--- config.mk ---
export PLATFORM = sky130hd
export DESIGN_NAME = cgmt_switch_ctrl
export DESIGN_NICKNAME = d
export VERILOG_FILES = /design/src/rtl/cgmt_switch_ctrl.sv
export SDC_FILE = /design/constraint.sdc
export NUM_CORES = 1
export LEC_CHECK = 0
export ABC_CLOCK_PERIOD_IN_PS = 2550
export CAP_MARGIN = 10
export CORE_MARGIN = 2
export CORE_UTILIZATION = 30
export CTS_CLUSTER_SIZE = 30
export DETAILED_ROUTE_END_ITERATION = 8
export PLACE_DENSITY = 0.5
export REMOVE_ABC_BUFFERS = 1
export SLEW_MARGIN = 15
export SYNTH_ARGS = -nofsm -noshare
export SYNTH_HDL_FRONTEND = slang
export SYNTH_SLANG_ARGS = --single-unit
--- constraint.sdc ---
create_clock -name clk -period 2.55 [get_ports clk]
set_input_delay 0.51 -clock clk [delete_from_list [all_inputs] [get_ports clk]]
set_output_delay 0.51 -clock clk [all_outputs]
set_load 0.05 [all_outputs]
--- src/rtl/cgmt_switch_ctrl.sv ---
module cgmt_switch_ctrl #(
  parameter int              PC_W         = 32,
  parameter int              FLUSH_CYCLES = 4,
  parameter bit              PREF_TID     = 1'b0,
  parameter logic [PC_W-1:0] BOOT_PC0     = PC_W'('h1000),
  parameter logic [PC_W-1:0] BOOT_PC1     = PC_W'('h2000)
) (
  input  logic            clk,
  input  logic            rst_n,
  input  logic            miss_start_valid,
  input  logic            miss_start_tid,
  input  logic            miss_ret_valid,
  input  logic            miss_ret_tid,
  input  logic [PC_W-1:0] oldest_pc,
  output logic            active_tid,
  output logic [1:0]      rf_sel,
  output logic            flush,
  output logic            fetch_stall,
  output logic            redirect_valid,
  output logic [PC_W-1:0] redirect_pc
);

  localparam int CNT_W = (FLUSH_CYCLES > 1) ? $clog2(FLUSH_CYCLES) : 1;
  localparam logic [CNT_W-1:0] CNT_LAST = CNT_W'(FLUSH_CYCLES - 1);

  logic [1:0]       blocked, blocked_nxt;
  logic             act, flushing, redir;
  logic [CNT_W-1:0] cnt;
  logic [PC_W-1:0]  restart_pc [2];
  logic             target, target_ok, sw_req;

  always_comb begin
    blocked_nxt = blocked;
    if (miss_ret_valid)   blocked_nxt[miss_ret_tid]   = 1'b0;
    if (miss_start_valid) blocked_nxt[miss_start_tid] = 1'b1;
  end

  assign target_ok = ~&blocked;
  assign target    = blocked[PREF_TID] ? ~PREF_TID : PREF_TID;
  assign sw_req    = !flushing && target_ok && (target != act);

  always_ff @(posedge clk) begin
    if (!rst_n) begin
      blocked       <= 2'b00;
      act           <= PREF_TID;
      flushing      <= 1'b0;
      redir         <= 1'b0;
      cnt           <= '0;
      restart_pc[0] <= BOOT_PC0;
      restart_pc[1] <= BOOT_PC1;
    end else begin
      blocked <= blocked_nxt;
      redir   <= 1'b0;
      if (sw_req) begin
        restart_pc[act] <= oldest_pc;
        act             <= target;
        flushing        <= 1'b1;
        cnt             <= CNT_LAST;
      end else if (flushing) begin
        if (cnt == '0) begin
          flushing <= 1'b0;
          redir    <= 1'b1;
        end else begin
          cnt <= cnt - 1'b1;
        end
      end
    end
  end

  assign active_tid     = act;
  assign rf_sel         = {act, ~act};
  assign flush          = flushing;
  assign fetch_stall    = flushing | blocked[act];
  assign redirect_valid = redir;
  assign redirect_pc    = restart_pc[act];

  a_r3_redirect_after_flush: assert property (@(posedge clk) disable iff (!rst_n)
    redirect_valid |-> $past(flush));

  a_r3_no_overlap: assert property (@(posedge clk) disable iff (!rst_n)
    !(flush && redirect_valid));

  a_r9_switch_opens_flush: assert property (@(posedge clk) disable iff (!rst_n)
    (active_tid != $past(active_tid)) |-> (flush && !$past(flush)));

  a_r6_hold_when_both_blocked: assert property (@(posedge clk) disable iff (!rst_n)
    (&blocked && !flush) |=> (!flush && $stable(active_tid)));

  a_r5_return_to_pref: assert property (@(posedge clk) disable iff (!rst_n)
    (!flush && !blocked[PREF_TID] && active_tid != PREF_TID) |=>
      (flush && active_tid == PREF_TID));

  a_r7_idle_miss_no_switch: assert property (@(posedge clk) disable iff (!rst_n)
    (miss_start_valid && miss_start_tid != active_tid && active_tid == PREF_TID &&
     !miss_ret_valid && !flush && !blocked[active_tid]) |=> !flush);

endmodule

==> impl_metrics.csv <==
group,metric,value,unit
status,status,"complete, no violations",
setup_path,crit_path_end_kind,"output port",
placement,dp_hpwl,4.31,mm
placement,placement.io_buffers,75,
setup_path,critPathLaunchType,"flop",
timing,rsz0062_at_grt,"false",
routing,ant_nets,0,
hold_path,hold_path.class,"reg -> reg",
timing,finalWorstSetupSlack,0.218,ns
global_routing,global_route.usage.met2,19.8,%
floorplan,core_area,10300,um^2
setup_path,timing.setup.critical_path_class,"reg -> out",
clock_tree,holdBufCountCts,0,
cells_and_area,area_delta_synth_final,33.1,%
routing,routed_wl_per_cell,16.0,um
routing,drt-vias-per-instance,4.71,
hold_path,worstHoldStart,"blocked[0]",
power,power.total,3.06,mW
floorplan,dieWidth,107,um
clock_tree,number_of_sinks_driven_by_the_clock_tree,72,
routing,routed_wl,6.99,mm
power,ir_worst_vdd,0.292,mV
cells_and_area,proportion_of_layout_cells_with_a_drive_suffix_above_1,31.0,%
global_routing,grt_remaining_overflow,0,
floorplan,number_of_rows_in_the_core_area,37,
setup_path,crit_arrival,1.82,ns
timing,tightest_slew,0.505,ns
yosys,synth-seq-cells,72,
global_routing,grt_most_used_layer,"met2",
clock_tree,clk-insertion-delay-late,0.34,ns
routing,detail_route.iter0.violations,41,
global_routing,grt_start_max_net_pins,51,
cells_and_area,antenna_cells_inserted,0,
setup_path,reg2reg_from,"blocked[0]",
power,leakage,1.83,nW
setup_path,critical_path.cell_chain,"a21oi_1 > nand2_1 > clkdlybuf4s50_1",
yosys,post-synth-top-count-cell,"edfxtp_1",
global_routing,gr-usage-all-layers,12.6,%
global_routing,number_of_antenna_violations_at_the_first_check_in_global_routing,0,
yosys,synth_top_cells_by_count,"64 x edfxtp_1, 63 x and3_1, 31 x mux2_2, 8 x dfxtp_1, 7 x buf_6",
yosys,number_of_distinct_standard_cells_referenced_by_the_synthesized_netlist,25,
timing,clock.fmax,0.429,GHz
yosys,yosys.area.top_type_share,60.3,%
timing,max-slew-margin-rel,66.3,%
yosys,postSynth.topFlopCell,"edfxtp_1",
setup_path,critical-path-slowest-cell,"clkdlybuf4s50_1",
timing,final_max_slew_viol_count,0,
timing,final.min_clock_period,2.33,ns
setup_path,setup.worst_path.start,"active_tid",
yosys,syn-mean-instance-area,14.5,um^2
yosys,netlist_area,3190,um^2
routing,routed_via_count,2052,
yosys,synth-seq-area-share,65.3,%
floorplan,pin_count,76,
clock_tree,ctsRootBufferMaster,"clkbuf_8",
timing,largest_clock_skew_in_the_final_design,0.00952,ns
timing,report.final.setup_viol,0,
yosys,synth.area.top_cells,"edfxtp_1 60%, and3_1 12%, mux2_2 11%, dfxtp_1 5.0%, buf_6 2.5%",
clock_tree,post_cts.resized_instances,0,
timing,final_hold_viol_count,0,
setup_path,critPathRequiredTime,2.04,ns
global_routing,global_route.usage.met3,2.80,%
routing,drt_pass1_iterations,4,
yosys,synth_area_leader_cell,"edfxtp_1",
floorplan,start_util,30.9,%
clock_tree,post_cts_buffers,0,
placement,routabilityCongestion,0.693,
global_routing,grt.met1_usage,16.5,%
power,power-per-cell-area,720,nW/um^2
floorplan,floorplan.die_area,11500,um^2
cells_and_area,final_net_count,335,
clock_tree,cts_htree_levels,3,
yosys,ys_async_sr_fraction,0,%
yosys,yosysWarnings,0,
global_routing,first_pass_grt_wire_length,10.8,mm
clock_tree,cts-root-to-sink-buffers,2,
placement,preCtsSetupSlack,0.430,ns
job,number_of_violations_of_the_max_capacitance_limit,0,
timing,timing.final.crit_share,91.5,%
clock_tree,cts_tree,"done",
yosys,synth-edff-count,64,
floorplan,die_h,107,um
clock_tree,clock_transition_at_the_register_clock_pins_on_the_worst_setup_and_hold_paths_after_cts,0.07,ns
setup_path,timing.critical_path.slowest_cell_delay,0.79,ns
global_routing,grt_pass1_vias,2120,
clock_tree,cts_buffers,9,
setup_path,critical_path_peak_fanout,8,
yosys,syn-instance-count,220,
routing,drc_errors,0,
cells in the final DEF (no fill, tap or decap), drive strengths merged:
cell           netlist  final
edfxtp              64     64
nor2                 2      2
o221a                2      2
buf                 14     40
clkdlybuf4s50        0     43
nand2                4      4
o21ai                5      5
clkbuf               4      9
xnor2                1      1
and2b                2      2
mux2                33     33
a21oi                2      2
inv                  5      5
and3                63     63
nor3b                1      1
ha                   1      1
dfxtp                8      8
nor2b                1      1
bufinv               0      3
a22oi                1      1
and2                 2      2
nand2b               5      5
clkinv               0      3
worst max-delay path: cells and delay by family (launching register included):
kind                   cells  cell delay, ns
buffers and inverters      1            0.79
DFF                        1            0.50
and+or+nand+nor            1            0.08
AOI/OAI and AO/OA          1            0.11
stage by stage:
step | hold slack (ns) | setup TNS, ns | util [%] | area, um^2 | instances
final | 0.555 | 0 | 41.1 | 4240 | 436
after floorplan | 0.495 | -29.34 | - | 3060 | 202
after global routing | 0.629 | 0 | 41.1 | 4240 | 436
after global placement | 0.547 | 0 | 38.9 | 4010 | 421
after detailed placement | 0.546 | 0 | 38.9 | 4010 | 421
after CTS | 0.563 | 0 | 41.1 | 4240 | 436
layout make-up:
cell class | instances | area, um^2
fillers | 993 | 6080
flip-flops and latches | 72 | 2080
multi-input cells | 125 | 971
repair buffers | 83 | 768
well taps | 136 | 170
clock buffers | 9 | 124
clock inverters | 6 | 109
inverters | 5 | 18.8
per-layer routing:
metal / vias up / wire length, um
li1: 975 / -
met1: 1011 / 3150
met2: 55 / 3310
met3: 11 / 407
met4: 0 / 123
met5: - / 0
sequential cells by signal, indices dropped and copies added (netlist names), named ones only:
name / count
active_tid: 1
flush: 1
cnt: 2
blocked: 2
restart_pc: 64
redirect_valid: 1
where the power goes:
| group | switching, mW | internal (mW) | leakage [nW] |
|---|---|---|---|
| clock network | 0.419 | 0.643 | 0.119 |
| logic | 0.368 | 0.230 | 0.990 |
| registers | 0.0345 | 1.36 | 0.724 |
| total | 0.822 | 2.23 | 1.83 |
logic make-up after synthesis:
kind of cell    count (synthesis)  share of synthesized area (%)
simple gates                   80                           15.6
flops                          72                           65.3
mux                            33                           11.7
buf+inv                        23                           4.75
compound gates                 10                           2.04
xor+xnor                        1                          0.275
fa+ha+maj                       1                          0.392
final timing paths:
kind / to / slack [ns] / cells after the start
worst max register to register: restart_pc[0][20] / 0.96 / 4
worst min register to register: blocked[0] / 0.55 / 2
worst max-delay path: fetch_stall / 0.22 / 3
worst min-delay path: blocked[0] / 0.55 / 2
Note: power is estimated with default switching activity, not from simulation.
